### src/rtl/aiu_pkg.sv
package aiu_pkg;
  localparam int unsigned ADDR_W    = 8;
  localparam int unsigned DATA_W    = 32;
  localparam int unsigned CNT_W     = 32;
  localparam int unsigned NUM_SRC   = 8;
  localparam int unsigned NUM_EXT   = NUM_SRC - 1;
  localparam int unsigned PAIR_BASE = 16;
  localparam int unsigned SRC_FRAME = NUM_SRC - 1;

  localparam logic [ADDR_W-1:0] OFS_CTL   = 8'h00;
  localparam logic [ADDR_W-1:0] OFS_COUNT = 8'h40;
  localparam logic [ADDR_W-1:0] OFS_MATCH = 8'h50;

  function automatic int unsigned en_bit(int unsigned src);
    return PAIR_BASE + 2 * src + 1;
  endfunction

  function automatic int unsigned pd_bit(int unsigned src);
    return PAIR_BASE + 2 * src;
  endfunction
endpackage

### src/rtl/aiu_frame_counter.sv
module aiu_frame_counter #(
  parameter int unsigned W = 32
) (
  input  logic         clk,
  input  logic         rst_n,
  input  logic         load_i,
  input  logic [W-1:0] load_val_i,
  input  logic         tick_i,
  output logic [W-1:0] count_o
);
  always_ff @(posedge clk) begin
    if (!rst_n) begin
      count_o <= '0;
    end else if (load_i) begin
      count_o <= load_val_i;
    end else if (tick_i) begin
      count_o <= count_o + 1'b1;
    end
  end
endmodule

### src/rtl/aiu_match_detect.sv
module aiu_match_detect #(
  parameter int unsigned W = 32
) (
  input  logic         clk,
  input  logic         rst_n,
  input  logic [W-1:0] count_i,
  input  logic         match_we_i,
  input  logic [W-1:0] match_wdata_i,
  output logic [W-1:0] match_val_o,
  output logic         hit_o
);
  logic equal;
  logic equal_q;

  assign equal = (count_i == match_val_o);
  assign hit_o = equal & ~equal_q;

  always_ff @(posedge clk) begin
    if (!rst_n) begin
      match_val_o <= '0;
      equal_q     <= 1'b1;
    end else begin
      if (match_we_i) match_val_o <= match_wdata_i;
      equal_q <= equal;
    end
  end
endmodule

### src/rtl/aiu_pending_bank.sv
module aiu_pending_bank
  import aiu_pkg::*;
#(
  parameter int unsigned N = NUM_SRC
) (
  input  logic              clk,
  input  logic              rst_n,
  input  logic              ctl_we_i,
  input  logic [DATA_W-1:0] ctl_wdata_i,
  input  logic [N-1:0]      src_evt_i,
  output logic [N-1:0]      en_o,
  output logic [N-1:0]      pend_o,
  output logic              irq_o
);
  logic [N-1:0] wr_en;
  logic [N-1:0] wr_clr;

  for (genvar g = 0; g < N; g++) begin : g_pair
    assign wr_en[g]  = ctl_wdata_i[en_bit(g)];
    assign wr_clr[g] = ctl_wdata_i[pd_bit(g)];
  end

  always_ff @(posedge clk) begin
    if (!rst_n) begin
      en_o   <= '0;
      pend_o <= '0;
    end else begin
      if (ctl_we_i) en_o <= wr_en;
      for (int i = 0; i < N; i++) begin
        if (src_evt_i[i]) pend_o[i] <= 1'b1;
        else if (ctl_we_i && wr_clr[i]) pend_o[i] <= 1'b0;
      end
    end
  end

  assign irq_o = |(en_o & pend_o);
endmodule

### src/rtl/aiu_irq_frame_unit.sv
module aiu_irq_frame_unit
  import aiu_pkg::*;
(
  input  logic              clk,
  input  logic              rst_n,
  input  logic [ADDR_W-1:0] reg_addr_i,
  input  logic [DATA_W-1:0] reg_wdata_i,
  input  logic              reg_we_i,
  output logic [DATA_W-1:0] reg_rdata_o,
  input  logic              frame_tick_i,
  input  logic [NUM_EXT-1:0] evt_i,
  output logic              irq_o
);
  logic              ctl_we, cnt_we, match_we;
  logic [CNT_W-1:0]  count;
  logic [CNT_W-1:0]  match_val;
  logic              frame_hit;
  logic [NUM_SRC-1:0] src_evt;
  logic [NUM_SRC-1:0] en;
  logic [NUM_SRC-1:0] pend;
  logic [DATA_W-1:0] ctl_word;

  assign ctl_we   = reg_we_i && (reg_addr_i == OFS_CTL);
  assign cnt_we   = reg_we_i && (reg_addr_i == OFS_COUNT);
  assign match_we = reg_we_i && (reg_addr_i == OFS_MATCH);

  aiu_frame_counter #(.W(CNT_W)) i_cnt (
    .clk(clk), .rst_n(rst_n), .load_i(cnt_we), .load_val_i(reg_wdata_i[CNT_W-1:0]),
    .tick_i(frame_tick_i), .count_o(count)
  );

  aiu_match_detect #(.W(CNT_W)) i_match (
    .clk(clk), .rst_n(rst_n), .count_i(count), .match_we_i(match_we),
    .match_wdata_i(reg_wdata_i[CNT_W-1:0]), .match_val_o(match_val), .hit_o(frame_hit)
  );

  assign src_evt = {frame_hit, evt_i};

  aiu_pending_bank #(.N(NUM_SRC)) i_bank (
    .clk(clk), .rst_n(rst_n), .ctl_we_i(ctl_we), .ctl_wdata_i(reg_wdata_i),
    .src_evt_i(src_evt), .en_o(en), .pend_o(pend), .irq_o(irq_o)
  );

  always_comb begin
    ctl_word = '0;
    for (int i = 0; i < NUM_SRC; i++) begin
      ctl_word[en_bit(i)] = en[i];
      ctl_word[pd_bit(i)] = pend[i];
    end
  end

  always_comb begin
    unique case (reg_addr_i)
      OFS_CTL:   reg_rdata_o = ctl_word;
      OFS_COUNT: reg_rdata_o = DATA_W'(count);
      OFS_MATCH: reg_rdata_o = DATA_W'(match_val);
      default:   reg_rdata_o = '0;
    endcase
  end
endmodule

### config.mk
export PLATFORM = sky130hd
export DESIGN_NAME = aiu_irq_frame_unit
export DESIGN_NICKNAME = d
export VERILOG_FILES = /design/src/rtl/aiu_pkg.sv /design/src/rtl/aiu_frame_counter.sv /design/src/rtl/aiu_match_detect.sv /design/src/rtl/aiu_pending_bank.sv /design/src/rtl/aiu_irq_frame_unit.sv
export SDC_FILE = /design/constraint.sdc
export NUM_CORES = 1
export LEC_CHECK = 0
export ABC_AREA = 1
export BUFFER_PORTS_ARGS = -buffer_cell sky130_fd_sc_hd__buf_2
export CORE_MARGIN = 2
export CORE_UTILIZATION = 50
export DETAILED_ROUTE_END_ITERATION = 7
export PLACE_DENSITY_LB_ADDON = 0.2
export SYNTH_ARGS = -nofsm -noshare
export SYNTH_HDL_FRONTEND = slang
export SYNTH_HIERARCHICAL = 1
export SYNTH_SLANG_ARGS = --single-unit
### constraint.sdc
create_clock -name clk -period 2.52 [get_ports clk]
set_clock_uncertainty 0.15 [all_clocks]
set_input_delay 0.504 -clock clk [delete_from_list [all_inputs] [get_ports clk]]
set_output_delay 0.504 -clock clk [all_outputs]
set_load 0.01 [all_outputs]
# ---- Word level (Yosys, flattened, before mapping)
# Cells that the tools add are included.
# W data, S select, Z words.
dict set report totals {
  input_bits 51
  register_bits 81
  output_inout_bits 33
  wordCells 60
}
dict set report classes {
  reduce_logical 22
  mux 19
  n_bitwise 3
  n_eq_ne 3
  n_addsub 1
}
# op n
set op_table {}
lappend op_table {{$pmux W32 S3} 1}
lappend op_table {{$mux W32} 2}
lappend op_table {{$add A32 B1 Y32 const B} 1}
lappend op_table {{$eq A32 B32 Y1} 1}
lappend op_table {{$reduce_bool A2 Y1} 9}
lappend op_table {{$eq A8 B7 Y1 const B} 2}
lappend op_table {{$mux W1} 16}
lappend op_table {{$logic_and A1 B1 Y1} 11}
lappend op_table {{$and A8 B8 Y8} 1}
lappend op_table {{$logic_not A8 Y1} 1}
lappend op_table {{$reduce_or A8 Y1} 1}
lappend op_table {{$and A1 B1 Y1} 1}
lappend op_table {{$not A1 Y1} 1}

# ---- Logic depth before layout (Yosys ltp)
# Gate-level depths: netlist of the first run.
dict set report logic_depth {
  ltp_word 5
  mapped_depth 14
  mapped_depth_nobuf 12
}

# ---- Modules after synthesis
# The synthesis of the first run kept the hierarchy.
# mod instances area_per_inst_um2 seq_area_each_um2 cells_each
set by_module_without_submodules {}
lappend by_module_without_submodules {aiu_frame_counter 1 2194.6 640.6 336}
lappend by_module_without_submodules {aiu_match_detect 1 1577.8 660.6 231}
lappend by_module_without_submodules {aiu_irq_frame_unit 1 753.2 0.0 148}
lappend by_module_without_submodules {aiu_pending_bank 1 645.6 320.3 91}

# ---- Worst setup path before layout of the first run
# Ideal clock, no wire load.
dict set report synth_timing {
  kind {input port to flip-flop}
  from {input reg_addr_i[3]}
  to {register i_cnt.count_o[16]}
  t_required_ps 2238
  arrival_ps 1875
  setup_time_ps 132
  path_stages 13
  n_path_buf 3
  setup_slack_ps 363
  cell_sequence {nor2_1 nand2_2 inv_2 buf_6 buf_8 nand2_2 nor2_1 inv_2 nand2_1 inv_2 buf_2 nand3_1 a21oi_2}
}
dict set report synth_between {
  elab_chain_len 3
  elab_cells_between_ends 4
  classes_between {1 x eq/ne; 1 x mux; 2 x reduce/logical}
}
# item line_no
set synth_lines {}
lappend synth_lines {{start, declared} aiu_irq_frame_unit.sv:6} ;# input logic [ADDR_W-1:0] reg_addr_i,
lappend synth_lines {{$eq A8 B7 Y1 (*)} aiu_irq_frame_unit.sv:24} ;# assign cnt_we = reg_we_i && (reg_addr_i == OFS_COUNT);
lappend synth_lines {{$logic_and A1 B1 Y1 (*)} aiu_irq_frame_unit.sv:24}
lappend synth_lines {{net cnt_we} aiu_irq_frame_unit.sv:14} ;# logic ctl_we, cnt_we, match_we;
lappend synth_lines {{$mux W32 / $reduce_bool A2 Y1 (equally long branches)} n/a}
lappend synth_lines {{end signal, assigned} aiu_frame_counter.sv:15} ;# count_o <= load_val_i;
lappend synth_lines {{end signal, assigned} aiu_frame_counter.sv:17} ;# count_o <= count_o + 1'b1;
lappend synth_lines {{end, declared} aiu_frame_counter.sv:9} ;# output logic [W-1:0] count_o
# The timed path passes the listed nets; every way through them passes the cells marked *.
# A chain may end at the register's enable or synchronous reset.

# ---- Final worst setup path of the first run
dict set report layout_timing {
  from {input reg_addr_i[3]}
  to {output reg_rdata_o[30]}
}
dict set report layout_between {
  elab_chain_len 2
  elab_cells_between_ends 4
  classes_between {2 x eq/ne; 1 x mux; 1 x reduce/logical}
}
# item line_no
set layout_lines {}
lappend layout_lines {{$eq A8 B7 Y1 / $logic_not A8 Y1 (equally long branches)} aiu_irq_frame_unit.sv:53} ;# unique case (reg_addr_i)
lappend layout_lines {{$pmux W32 S3 (*)} aiu_irq_frame_unit.sv:53}
lappend layout_lines {{end, declared} aiu_irq_frame_unit.sv:9} ;# output logic [DATA_W-1:0] reg_rdata_o,
# Mark *: on every way between the ends. The rest lies on a longest branch, timed or not.

==> results of run 1 <==
state kept, by name (all words and copies together) (netlist names):
signal               flops
i_bank/en_o              8
i_bank/pend_o            8
i_cnt/count_o           32
i_match/equal_q          1
i_match/match_val_o     32
power breakdown:
| group | internal, µW | total [µW] | switching, µW | leakage [µW] |
|---|---|---|---|---|
| combinational | 61.6 | 186 | 124 | 0.00186 |
| clock | 477 | 1020 | 547 | 0.000103 |
| sequential | 1300 | 1310 | 15.5 | 0.000655 |
| total | 1830 | 2520 | 686 | 0.00261 |
stage by stage:
stage	cells	power [µW]	util [%]	instance area, µm²
2_1_floorplan	806	1430	-	5170
3_3_place_gp	1002	1520	55.3	5640
3_5_place_dp	1002	1520	55.3	5640
4_1_cts	1018	2530	57.4	5840
5_1_grt	1018	2600	57.4	5840
6_report	1018	2520	57.4	5840
layout by cell type (no fill, tap or decap):
master and count:
sky130_fd_sc_hd__o211ai_1 1, sky130_fd_sc_hd__nand3_1 115, sky130_fd_sc_hd__buf_12 1, sky130_fd_sc_hd__nor3_2 1
sky130_fd_sc_hd__buf_2 83, sky130_fd_sc_hd__nand2_2 14, sky130_fd_sc_hd__inv_2 5, sky130_fd_sc_hd__nor3_1 1
sky130_fd_sc_hd__nor2_8 1, sky130_fd_sc_hd__clkinv_4 1, sky130_fd_sc_hd__a21oi_2 2, sky130_fd_sc_hd__nor2_4 14
sky130_fd_sc_hd__inv_1 59, sky130_fd_sc_hd__a21oi_1 42, sky130_fd_sc_hd__clkinv_1 1, sky130_fd_sc_hd__nand2_4 2
sky130_fd_sc_hd__xor2_1 8, sky130_fd_sc_hd__clkinvlp_4 1, sky130_fd_sc_hd__inv_8 1, sky130_fd_sc_hd__nor2_2 5
sky130_fd_sc_hd__inv_6 3, sky130_fd_sc_hd__nand2_1 206, sky130_fd_sc_hd__o21ai_0 46, sky130_fd_sc_hd__a31oi_1 3
sky130_fd_sc_hd__dfxtp_1 81, sky130_fd_sc_hd__bufinv_16 1, sky130_fd_sc_hd__and2_1 1, sky130_fd_sc_hd__nor2_1 111
sky130_fd_sc_hd__buf_4 11, sky130_fd_sc_hd__a22oi_1 23, sky130_fd_sc_hd__or2_2 3, sky130_fd_sc_hd__clkbuf_8 9
sky130_fd_sc_hd__xnor2_1 25, sky130_fd_sc_hd__ha_1 1
area by class of cell:
| cell class | instances | area [µm²] |
|---|---|---|
| Clock inverter | 7 | 83.8 |
| Sequential cell | 81 | 1620 |
| Timing Repair Buffer | 95 | 518 |
| Clock buffer | 9 | 124 |
| Tap cell | 136 | 170 |
| Fill cell | 1020 | 4340 |
| Multi-Input combinational cell | 625 | 3080 |
| Inverter | 65 | 244 |
routing by layer:
metal | vias to the layer above | routed length, µm | share of wire, % | GRT usage, %
met5 | - | 0 | 0 | 0
met2 | 200 | 7140 | 47 | 44.7
met4 | 0 | 248 | 1.6 | 10.7
met3 | 24 | 1090 | 7.1 | 4.14
met1 | 2516 | 6750 | 44 | 37.5
li1 | 2741 | - | - | -
worst register-to-register path, stage by stage, from the launching register on:
cell and delay, ns:
sky130_fd_sc_hd__dfxtp_1 0.45, sky130_fd_sc_hd__ha_1 0.22, sky130_fd_sc_hd__nand2_2 0.09, sky130_fd_sc_hd__nor2_4 0.18, sky130_fd_sc_hd__nand2_2 0.11, sky130_fd_sc_hd__nor2_4 0.20
sky130_fd_sc_hd__nand2_1 0.07, sky130_fd_sc_hd__nand2_1 0.06, sky130_fd_sc_hd__nand3_1 0.10, sky130_fd_sc_hd__a21oi_1 0.16
cell usage after synthesis, drive strengths merged:
cell / instances
a21oi: 44
a22oi: 23
a31oi: 3
and2: 1
buf: 28
clkbuf: 7
clkinv: 1
dfxtp: 81
ha: 1
inv: 64
nand2: 222
nand3: 115
nor2: 131
nor3: 2
o211ai: 1
o21ai: 46
or2: 3
xnor2: 25
xor2: 8
worst min-delay path by stage:
stage                     startpoint                to
floorplan           i_bank/pend_o[7]  i_bank/pend_o[7]
global placement    i_bank/pend_o[2]  i_bank/pend_o[2]
detailed placement  i_bank/pend_o[0]  i_bank/pend_o[0]
CTS                         evt_i[4]  i_bank/pend_o[4]
global route                evt_i[5]  i_bank/pend_o[5]
finish                      evt_i[4]  i_bank/pend_o[4]
cells by family (layout without fill, tap and decap cells):
group / count (synthesis) / in the layout / synth area share (%)
xor gates and xnor gates: 33 / 33 / 5.59
adders and majority gates: 1 / 1 / 0.242
buffers and inverters: 100 / 176 / 9.17
AOI/OAI and AO/OA: 117 / 117 / 12.7
DFF: 81 / 81 / 31.4
and+or+nand+nor: 474 / 474 / 40.9
==> metrics, run 1 <==
effective utilization at floorplan=50.8%; iteration count of the initial detailed-routing pass=5; via count of the first global-routing pass=5055; hpwl dp=10900 µm; quantity of hold-fixing buffers added after cts=0; pin count of the biggest net entering global routing=42; combined global-route utilization of all metal layers=approximately 28%; Warnings, synthesis=6; sequential share of the synthesized area=31.4%; width of the chip=106 µm; post-DR wirelength/cell=15.0 µm; Worst setup startpoint=reg_addr_i[3]; critical path class=in -> out; dpl ws=0.0484 ns; cell area after synthesis=0.00517 mm²; final count of pins violating max slew=0; number of hold-slack violations in the final timing report=0; die outline height=106 µm; sum of negative setup slack=0 ns; Worst Reg2Reg Path Length in Cells=9; CTS H-Tree Depth=3; run status=completed; Worst path depth=8; type of the worst min-delay path=in -> reg; number of cell rows=37; Bufs on Longest Clock Path=2; top fanout value on the critical path=32; measured slew at the worst slew-check pin=1.17 ns; count of unresolved DRC violations after routing=0; Crit path max-delay family=buffers and inverters; worst-path cell with the longest stage delay=sky130_fd_sc_hd__buf_4; standard cell core area=0.0102 mm²; number of nets in the layout=929; total global routing overflow=0; area share of the largest cell type after synthesis=31.4%; peak supply drop=0.233 mV; sum of routed wire length over all layers=15200 µm; clock tree from TritonCTS=yes; number of max-capacitance violations reported=0; fin crit period=between 2 and 2.5 ns; quantity of I/O buffers inserted on ports=83; crit-path cells=buf_2, nor2_1, nand2_2, inv_2, buf_4, nand3_1, nand3_1, buf_2; critical path buffer and inverter count=4; top achievable clock speed=432 MHz; clock-pin slew of the registers on the worst-case setup and hold paths=0.10 ns; share of cells above drive strength 1=approximately 18%; final critical-path share of the clock period=about 90%; startpoint type of the worst setup path=input pin; biggest cell delay along the critical path=0.30 ns; number of antenna violations at the first check in global routing=0; number of distinct library cells after synthesis=30; post-detailed-route via-to-cell ratio=between 5 and 6; Skew-Pair Late Insertion Delay=0.37 ns; required time at the endpoint of the critical path=1.87 ns; top cells by area in the synthesized netlist=sky130_fd_sc_hd__dfxtp_1, sky130_fd_sc_hd__nand2_1, sky130_fd_sc_hd__nand3_1, sky130_fd_sc_hd__nor2_1, sky130_fd_sc_hd__o21ai_0; root buf cell=sky130_fd_sc_hd__clkbuf_8; number of antenna-violating nets in the routed design=0; cell taking the most area after synthesis=sky130_fd_sc_hd__dfxtp_1; power per unit of standard cell area=around 430 mW/mm²; Leakage Power=around 0.0026 µW; Reg2Reg Launch Point=i_cnt/count_o[1]; WP data arrival=1.66 ns; number of design-rule violations left by the first detailed-router iteration=around 370; Setup Buffers After CTS=0; Critical path destination=reg_rdata_o[30]; Placer Congestion=0.941; number of endpoints failing setup at the final stage=0; wire length of the first global-routing pass=24900 µm; number of sinks driven by the clock tree=81; setup slack, reg-to-reg=0.67 ns; worst setup margin=0.206 ns; cells after synthesis=806; count of vias placed by the detailed router=5481; register bit total from synthesis=81; average instance area after synthesis=6.42 µm²; worst hold stages=3; final hold slack=between 0.2 and 0.25 ns; number of buffers created by CTS=9; floorplan die area=0.0112 mm²; number of nets in the synthesized netlist=roughly 860; cts repair resizes=0; num ports=84; reg2reg end=i_cnt/count_o[22]; endpoint class of the critical path=output pin; antenna fix cells=0; worst relative slew slack=between 20% and 30%; layout-stage area growth over the synthesis result=13.0%; RSZ-0062 raised after global routing=no
Power figures use the tool's default switching activity.
==> run 2: changes to the inputs <==
- SETUP_SLACK_MARGIN: unset -> 0.15
- SYNTH_HIERARCHICAL: 1 -> unset
==> metrics, run 2 <==
run status=completed; final hold slack=0.172 ns; number of antenna-violating nets in the routed design=0; pin count of the biggest net entering global routing=65; asr flop ratio synth=0%; number of sinks driven by the clock tree=81; most common cell after layout, fill and taps aside=sky130_fd_sc_hd__nand2_1; num ports=84; critical path class=in -> out; root buf cell=sky130_fd_sc_hd__clkbuf_8; reg2reg end=i_cnt.count_o[22]; WP data arrival=1.67 ns; register bit total from synthesis=81; post-route design area=a little under 0.006 mm²; number of nets in the layout=just over 900; proportion of power drawn by the clock network=44.4%; clock tree from TritonCTS=yes; cell taking the most area after synthesis=sky130_fd_sc_hd__dfxtp_1; type of the worst min-delay path=in -> reg; number of design-rule violations left by the first detailed-router iteration=347; internal power=2020 µW; xor-xnor portion of the synthesized cell area=4.28%; final cell utilization of the core=61.9%; average instance area after synthesis=6.27 µm²; setup slack, reg-to-reg=0.65 ns; RSZ-0062 raised after global routing=yes; cells after synthesis=784; cell area after synthesis=roughly 0.0049 mm²; hpwl dp=11100 µm; fin crit period=2.32 ns; Worst Hold Endpoint=i_bank.pend_o[3]; wire length of the first global-routing pass=24300 µm; switching power as a share of total power=25.1%; Worst Reg2Reg Path Length in Cells=10; dpl cell area=0.00550 mm²; number of cell rows=36; count of vias placed by the detailed router=5439; startpoint type of the worst setup path=input pin; Leakage Power=0.00253 µW; Sequential cell area=around 0.0016 mm²; width of the chip=103 µm; quantity of I/O buffers inserted on ports=83; Crit path max-delay family=buffers and inverters; number of distinct library cells after synthesis=34; via count of the first global-routing pass=4987; number of nets in the synthesized netlist=around 840; number of fill cells=948; Top Registers=i_cnt.count_o: 32 flops, i_match.match_val_o: 32 flops; CTS H-Tree Depth=3; Placer Congestion=0.976; top flip-flop cell by instance count after synthesis=sky130_fd_sc_hd__dfxtp_1; power per unit of standard cell area=452 mW/mm²; total global routing overflow=0; sequential fraction of design power=48.7%; critical path buffer and inverter count=4; peak supply drop=0.329 mV; number of max-capacitance violations reported=0; number of buffers created by CTS=9; floorplan die area=0.0106 mm²; Warnings, synthesis=0; area occupied by multi-input gates=0.00291 mm²; endpoint class of the critical path=output pin; count of unresolved DRC violations after routing=0; Synth Area in Compound Gates=19.6%; final count of pins violating max slew=0; crit-path cells=buf_8, inv_6, nand2_4, nor3b_4, nand2_4, clkbuf_16, o221ai_1, buf_2; Synth top cells by count=sky130_fd_sc_hd__nand2_1, sky130_fd_sc_hd__inv_1, sky130_fd_sc_hd__dfxtp_1; post-DR wirelength/cell=15.9 µm; standard cell core area=0.00964 mm²; die outline height=103 µm; launch point of the worst hold path=evt_i[3]; layout-stage area growth over the synthesis result=21.4%; most frequently used cell type in the post-synthesis netlist=sky130_fd_sc_hd__nand2_1; biggest cell delay along the critical path=0.26 ns; sequential share of the synthesized area=33.0%; Skew-Pair Late Insertion Delay=0.38 ns; number of endpoints failing setup at the final stage=0; Bufs on Longest Clock Path=2; number of hold-slack violations in the final timing report=0; antenna fix cells=0; combinational group share of total power=6.9%; top fanout value on the critical path=8; required time at the endpoint of the critical path=1.87 ns; sum of routed wire length over all layers=approximately 16000 µm; share of cells above drive strength 1=18.4%; top cells by area in the synthesized netlist=sky130_fd_sc_hd__dfxtp_1, sky130_fd_sc_hd__nand2_1, sky130_fd_sc_hd__inv_1, sky130_fd_sc_hd__a21oi_1, sky130_fd_sc_hd__o21ai_0; worst setup margin=around 0.2 ns; number of enable flip-flop cells after synthesis=0; iteration count of the initial detailed-routing pass=5; most frequent cell on the critical path=sky130_fd_sc_hd__nand2_4; combined global-route utilization of all metal layers=29.8%; post-detailed-route via-to-cell ratio=5.42; total net switching power=a little under 700 µW; sum of negative setup slack=0 ns; Post-Synth Adder-Cell Area=less than 1%; top achievable clock speed=around 430 MHz; dpl ws=0.100 ns; dominant combinational cell family by area after synthesis=simple AND/OR/NAND/NOR gates; effective utilization at floorplan=51.0%; simple logic cell fraction of the synthesized area=32.2%; Reg2Reg Launch Point=i_cnt.count_o[1]; worst-path cell with the longest stage delay=sky130_fd_sc_hd__nor3b_4; worst relative slew slack=between 60% and 70%; number of antenna violations at the first check in global routing=0; measured slew at the worst slew-check pin=0.595 ns; highest-count cells in the layout ignoring fill and taps=sky130_fd_sc_hd__nand2_1, sky130_fd_sc_hd__inv_1, sky130_fd_sc_hd__buf_2; clock-pin slew of the registers on the worst-case setup and hold paths=~0.09 ns; final critical-path share of the clock period=92.1%; worst hold stages=3; mux contribution to synthesized area=0%; area share of the largest cell type after synthesis=33.0%
==> run 2: how the worst max path moves through the flow <==
stage	from	endpoint	slack, ns	depth (start not counted)
after floorplan	reg_addr_i[7]	reg_rdata_o[11]	0.40	6
after global placement	reg_addr_i[5]	reg_rdata_o[26]	0.19	10
after detailed placement	reg_addr_i[3]	reg_rdata_o[26]	0.10	10
after CTS	reg_addr_i[2]	reg_rdata_o[26]	0.16	10
after global routing	reg_addr_i[7]	reg_rdata_o[21]	0.15	8
final	reg_addr_i[7]	reg_rdata_o[19]	0.20	8
==> run 2: power by group through the flow <==
stage / registers, µW / logic, µW / clock network, µW
4_1_cts: 1310 / 173 / 1200
5_1_grt: 1310 / 202 / 1250
6_report: 1310 / 186 / 1200
3_5_place_dp: 1340 / 170 / 0
3_3_place_gp: 1340 / 166 / 0
2_1_floorplan: 1330 / 83.5 / 0
==> run 2: layout make-up <==
cell class,count,share of cell area (%)
clock buffers,9,2.08
clock inverters,7,1.99
inverters,98,6.25
multi-input cells,573,48.7
flip-flops and latches,81,27.2
well taps,133,2.79
repair buffers,102,11.0
==> run 2: worst min-delay path, delay by kind of cell <==
kind	cells	cell delay (ns)
compound gates	1	0.03
buf+inv	1	0.07
simple gates	1	0.07
==> run 2: cells by family after synthesis <==
kind of cell / count (synthesis)
AND/OR/NAND/NOR: 376
flip-flops: 81
AO/OA/AOI/OAI: 172
adder cells (fa/ha/maj): 1
XOR/XNOR: 24
buffers and inverters: 130
==> run 2: metal layers <==
| layer | global-route usage, % | part of all wire, % | up-vias | wire length (µm) |
|---|---|---|---|---|
| met5 | 0 | 0 | - | 0 |
| li1 | - | - | 2682 | - |
| met3 | 5.36 | 6.9 | 35 | 1110 |
| met1 | 38.7 | 44 | 2513 | 6980 |
| met2 | 49.1 | 47 | 209 | 7480 |
| met4 | 11.6 | 2.4 | 0 | 387 |
==> run 2: timing repair <==
action / 4_1_cts / 5_1_grt
resized for setup: 3 / 27
cloned: 0 / 3
setup buffers: 0 / 2
pin swaps: 0 / 5
hold buffers: 0 / 0
endpoints found under the setup margin: 4 / 22
==> run 2: metrics by stage <==
stage | cells | power [µW]
global placement | 982 | 1510
finish | 1003 | 2700
global route | 1003 | 2770
detailed placement | 982 | 1510
CTS | 998 | 2690
floorplan | 784 | 1420
